===== src/rtl/bidir_strobe_port.sv =====
module bidir_strobe_port #(
  parameter int W          = 8,
  parameter int AUXW       = 3,
  parameter int OUT_IE_BIT = 6,
  parameter int IN_IE_BIT  = 4
) (
  input  logic            clk,
  input  logic            rst_n,
  input  logic            wr_en,
  input  logic [W-1:0]    wr_data,
  input  logic            rd_en,
  output logic [W-1:0]    rd_data,
  input  logic            bsr_en,
  input  logic [2:0]      bsr_bit,
  input  logic            bsr_val,
  input  logic            stb_n,
  input  logic            ack_n,
  input  logic [W-1:0]    pad_in,
  output logic [W-1:0]    pad_out,
  output logic            pad_oe,
  output logic            obf_n,
  output logic            ibf,
  output logic            irq,
  input  logic [AUXW-1:0] aux_status,
  output logic [AUXW+4:0] status
);

  logic [W-1:0] out_q, in_q;
  logic         ie_out, ie_in;

  always_ff @(posedge clk) begin
    if (!rst_n) begin
      out_q  <= '0;
      obf_n  <= 1'b1;
      in_q   <= '0;
      ibf    <= 1'b0;
      ie_out <= 1'b0;
      ie_in  <= 1'b0;
    end else begin
      if (wr_en) begin
        out_q <= wr_data;
        obf_n <= 1'b0;
      end else if (!ack_n) begin
        obf_n <= 1'b1;
      end
      if (!stb_n) begin
        in_q <= pad_in;
        ibf  <= 1'b1;
      end else if (rd_en) begin
        ibf  <= 1'b0;
      end
      if (bsr_en && bsr_bit == 3'(OUT_IE_BIT)) ie_out <= bsr_val;
      if (bsr_en && bsr_bit == 3'(IN_IE_BIT))  ie_in  <= bsr_val;
    end
  end

  assign pad_oe  = ~ack_n;
  assign pad_out = out_q;
  assign rd_data = in_q;
  assign irq     = (obf_n & ack_n & ie_out) | (ibf & stb_n & ie_in);
  assign status  = {obf_n, ie_out, ibf, ie_in, irq, aux_status};

  AST_WRITE_FILLS: assert property (@(posedge clk) disable iff (!rst_n)
    wr_en |=> !obf_n);
  AST_ACK_EMPTIES: assert property (@(posedge clk) disable iff (!rst_n)
    (!ack_n && !wr_en) |=> obf_n);
  AST_STB_CAPTURES: assert property (@(posedge clk) disable iff (!rst_n)
    !stb_n |=> (ibf && rd_data == $past(pad_in)));
  AST_READ_EMPTIES: assert property (@(posedge clk) disable iff (!rst_n)
    (rd_en && stb_n) |=> !ibf);
  AST_IE_HOLDS: assert property (@(posedge clk) disable iff (!rst_n)
    !bsr_en |=> ($stable(status[AUXW+3]) && $stable(status[AUXW+1])));
  AST_IRQ_SOURCE: assert property (@(posedge clk) disable iff (!rst_n)
    irq |-> ((obf_n && ack_n) || (ibf && stb_n)));
  AST_DRIVE_DATA: assert property (@(posedge clk) disable iff (!rst_n)
    (pad_oe && $past(wr_en)) |-> pad_out == $past(wr_data));

endmodule


===== config.mk =====
export PLATFORM = sky130hd
export DESIGN_NAME = bidir_strobe_port
export DESIGN_NICKNAME = d
export VERILOG_FILES = /design/src/rtl/bidir_strobe_port.sv
export SDC_FILE = /design/constraint.sdc
export NUM_CORES = 1
export LEC_CHECK = 0
export BUFFER_PORTS_ARGS = -buffer_cell sky130_fd_sc_hd__buf_2
export CAP_MARGIN = 15
export CORE_AREA = 2 2 52 54
export CTS_BUF_LIST = sky130_fd_sc_hd__clkbuf_4 sky130_fd_sc_hd__clkbuf_8 sky130_fd_sc_hd__clkbuf_16
export CTS_CLUSTER_SIZE = 16
export DETAILED_ROUTE_END_ITERATION = 8
export DIE_AREA = 0 0 54 56
export PLACE_DENSITY = 0.81
export SYNTH_ARGS = -nofsm -noshare
export SYNTH_HDL_FRONTEND = slang
export SYNTH_SLANG_ARGS = --single-unit

===== constraint.sdc =====
create_clock -name clk -period 0.8 [get_ports clk]
set_input_delay 0.04 -clock clk [delete_from_list [all_inputs] [get_ports clk]]
set_output_delay 0.04 -clock clk [all_outputs]
set_load 0.03 [all_outputs]

After elaboration in Yosys (flattened, before gate mapping) --
Index checks and enable logic that the tools add are counted.
Word-level totals: output and inout port bits 28, register bits 20, logic and storage cells 22, input bits 30
Cells by class: equal/unequal tests 4, reduce and logical (&&, ||, !) cells 2, bitwise logic cells 6, multiplexer cells 4
Operators with widths (count):
- equality test 3 bit (second input constant) | 2
- AND 1 bit | 4
- 2-to-1 mux 1 bit | 4
- != test 2 bit (second input constant) | 2
- logical AND 1 bit | 2
- NOT 1 bit | 1
- bitwise OR 1 bit | 1

Longest topological paths before layout --
depth in word-level cells 3, depth in mapped cells 4, depth with buffers taken out 2

Least setup slack after synthesis --
OpenSTA, ideal clock, no wires.
path kind register -> output, start point reg ibf, end point out status[3], path buffers 1, data required time 0.760 ns, setup slack -0.342 ns, cell stages (with the launch flop) 4, data arrival time 1.102 ns, cells stage by stage dfxtp_1 -> nand3_1 -> nand2_1 -> buf_4
Between the ends: longest elaborated chain between the ends 3
RTL lines:
- start, declared | line 22 | output logic ibf,
- start signal, assigned | line 36 | ibf <= 1'b0;
- start signal, assigned | line 48 | ibf <= 1'b1;
- start signal, assigned | line 50 | ibf <= 1'b0;
- AND 1 bit (2 in series) | line 60 | assign irq = (obf_n & ack_n & ie_out) | (ibf & stb_n & ie_in);
- bitwise OR 1 bit | line 60
- end, declared | line 25 | output logic [AUXW+4:0] status
Every way passes these cells.

Final worst setup path --
start point reg obf_n, end point out status[3]
Between the ends: longest elaborated chain between the ends 3
RTL lines:
- start, declared | line 21 | output logic obf_n,
- start signal, assigned | line 34 | obf_n <= 1'b1;
- start signal, assigned | line 42 | obf_n <= 1'b0;
- start signal, assigned | line 44 | obf_n <= 1'b1;
- AND 1 bit (2 in series) | line 60
- bitwise OR 1 bit | line 60
Every way passes these cells.

==> qor_table.md <==
| Stage | Parameter | Value |
| --- | --- | --- |
| status | Run status | finished, violations left |
| status | Violated checks | setup timing |
| synthesis | Main combinational cell family by area after synthesis | multiplexers |
| grt | Global-route wire length before repair | 3201 um |
| synthesis | Post-synthesis compound-gate area fraction | 0.01475 |
| routing | Number of vias after detailed routing | 723 |
| sta | Final Slew Violations | 0 |
| power and ir drop | Static leakage | 0.6518 nW |
| worst setup path | Largest fanout on the critical path | 4 |
| sta | Tmin final | 1.006 ns |
| clock network | Worst-case clock buffer depth | 2 |
| power and ir drop | Comb pwr share | 0.233 |
| synthesis | Average cell area after synthesis | 10.74 um2 |
| synthesis | Count of different cell masters after synthesis | 14 |
| clock network | Clk_lat worst skew | 0.29 ns |
| routing | Routed Antenna Nets | 0 |
| floorplanning | Die outline width | 54 um |
| grt | Final global-route overflow total | 0 |
| sta | Slew at the pin with the worst max-slew slack | 0.2991 ns |
| worst setup path | Type of origin of the critical path | flop |
| routing | Total wire length after detailed routing | 2041 um |
| sta | Worst clock skew | 0 ns |
| power and ir drop | Cell-internal power | 1.588 mW |
| grt | Total global routing track utilization | 0.1408 |
| placement | Detailed-placement wirelength estimate | 1323 um |
| floorplanning | Number of placement rows | 18 |
| sta | Max Clock Freq | 994.2 MHz |
| grt | Antenna violations before repair | 0 |
| sta | Setup repair after global routing missed its margin | yes |
| grt | Vias in the first global route | 764 |
| power and ir drop | Net switching power | 591.0 uW |
| synthesis | Count of warnings emitted by yosys | 0 |
| final layout | Util after Layout | 0.5643 |
| placement | DP Cell Count | 148 |
| floorplanning | Ports | 58 |
| synthesis | Gate count after technology mapping | 79 |
| clock network | Clock-pin slew of the registers on the worst-case setup and hold paths | 0.11 ns |
| sta | Normalized max-slew margin | 0.8006 |
| grt | Met1 usage | 0.1266 |
| sta | Count of final setup violators | 22 |
| clock network | Sinks on Clock Net | 20 |
| floorplanning | Vertical die dimension | 56 um |
| final layout | Number of diodes added for antenna fixing | 0 |
| sta | Final Hold Violating Endpoints | 0 |
| grt | Met3 global-route usage | 0.01882 |
| worst setup path | CP arrival | 0.97 ns |
| min path | Hold WC Path Type | in -> reg |
| routing | Routed via count divided by cell count | 4.519 |
| final layout | Fraction of final layout cells sized beyond drive strength 1 | 0.6308 |
| routing | Number of violations reported at the end of detailed-routing iteration 0 | 4 |
| power and ir drop | Power density relative to cell area | 1587 nW/um2 |
| routing | DRC | 0 |
| final layout | Final Net Count | 161 |
| final layout | Post-route non-filler standard cell count | 160 |
| sta | Total negative slack for setup checks | -1.027 ns |
| power and ir drop | Sequential share of power | 0.506 |
| synthesis | Fraction of synthesized area in multiplexers | 0.2124 |
| sta | Final Cycle Share | 1.257 |
| sta | Worst path setup slack after routing | -0.2059 ns |
| power and ir drop | Maximum vdd ir drop | 0.8121 mV |
| worst setup path | Worst Path Class, Setup | reg -> out |
| synthesis | Net count after synthesis | 109 |
| clock network | Clock tree from TritonCTS | yes |
| synthesis | Flip-flop and latch count after synthesis | 20 |
| clock network | TritonCTS Buffers | 3 |
| worst setup path | Kind of end point of the critical path | primary output |
| placement | Placer's final routability congestion estimate | 0.6279 |
| placement | I/O Buffers | 51 |
| grt | Busiest layer in global routing | met2 |
| synthesis | Area share of xor/xnor cells in the synthesized design | 0 |
| floorplanning | Placeable core region | 2432 um2 |
| worst setup path | Data required time of the worst path | 0.76 ns |
| power and ir drop | Fraction of power consumed by the clock network | 0.261 |
| floorplanning | Starting density of the core | 0.3488 |
| clock network | Clock root buffer master | clkbuf_4 |
| final layout | Synthesis-to-layout area growth | 61.80% |
| synthesis | Cell area after synthesis | 848.3 um2 |
| synthesis | Fraction of the mapped netlist area in adder cells | 0 |
| grt | Routing usage on met2 | 0.2944 |
| synthesis | Area share of and/or/nand/nor cells after synthesis | 0.1873 |
| grt | Maximum number of pins on one net before global-route repair | 22 |
| power and ir drop | Net switching fraction of the power | 0.2713 |
| placement | Minimum setup slack after placement | 0.05261 ns |
| routing | WL per Instance | 12.76 um |
| synthesis | Proportion of synthesized chip area in sequential cells | 0.4720 |
| clock network | Number of levels in the clock H-tree | 1 |
| flow run | Max-cap check violation count | 0 |
| routing | Number of iterations in the first detailed-routing pass | 2 |
| floorplanning | Total Die Area | 3024 um2 |
-- power groups by stage --
stage | Sequential (mW) | Combinational [mW] | Clock, mW
detailed placement | 1.10 | 0.403 | 0
global route | 1.11 | 0.547 | 0.640
floorplan | 1.21 | 0.200 | 0
finish | 1.10 | 0.508 | 0.568
global placement | 1.10 | 0.395 | 0
CTS | 1.10 | 0.496 | 0.592
-- metal layers --
layer	vias to the layer above	wire, um
li1	354	-
met3	2	105
met2	26	1244
met5	-	0
met4	0	16
met1	341	674
-- flip-flops by register name, indices dropped and copies added (netlist names) --
register and count:
pad_out 8, rd_data 8, ibf 1, ie_in 1
ie_out 1, obf_n 1
-- metrics by stage --
step,hold WS (ns),cell area (um2),power (mW)
after global routing,0.001650,1373,2.295
final,0.002113,1373,2.178
after detailed placement,0.08022,1074,1.507
after global placement,0.08022,1074,1.496
after CTS,0.0002950,1324,2.193
after floorplan,0.1898,877.1,1.412
-- logic make-up after synthesis --
logic type | Yosys count
flip-flops | 20
AO/OA/AOI/OAI | 2
buffers and inverters | 13
AND/OR/NAND/NOR | 26
multiplexers | 18
-- layout by cell type (no fill, tap or decap) --
cell type      instances
nand2_4                1
o21ai_0                1
dfxtp_2               16
inv_1                  1
nand2b_1               1
nand4b_1               1
clkbuf_4               3
buf_4                  4
buf_2                 27
mux2i_1               18
buf_6                 24
a21boi_1               1
nor2b_1               17
dfxtp_4                4
nand2_1                3
nand3_4                2
clkbuf_8               1
and4bb_1               1
dlygate4sd3_1          4
-- layout make-up --
type                    count  area (um2)
clock buffers               4       36.28
fillers                   219        1060
inverters                   1       3.754
multi-input cells          46       384.1
flip-flops and latches     20       435.4
well taps                  30       37.54
repair buffers             59       475.5
-- final timing paths --
path               from  cells after the start         end  slack [ns]
min           pad_in[4]                      3  rd_data[4]       0.002
max               obf_n                      3   status[3]       -0.21
max reg2reg  rd_data[3]                      3  rd_data[3]        0.04
min reg2reg  pad_out[6]                      2  pad_out[6]        0.53
-- cell usage after synthesis (all sizes together) --
master / number / area [um2]
mux2i: 18 / 180.2
inv: 1 / 3.750
nand2b: 1 / 6.260
dfxtp: 20 / 400.4
nand3: 2 / 10.01
nand4b: 1 / 8.760
buf: 12 / 92.59
and4bb: 1 / 12.51
a21boi: 1 / 7.510
nor2b: 17 / 106.4
nand2: 4 / 15.01
o21ai: 1 / 5.000
-- worst max-delay path, stage by stage, from the launching register on --
cell and delay (ns):
dfxtp_4 0.39, nand3_4 0.08, nand2_4 0.08, buf_6 0.13
-- what timing repair did --
item                                    CTS  global route
endpoints found under the setup margin   24            24
hold endpoints to repair                  3             1
hold buffers                              3             1
pin swaps                                 2             1
resized for setup                        64             6
gates cloned                              0             0
setup buffers                             2             2
No activity file was read; power rests on OpenSTA's default activity.
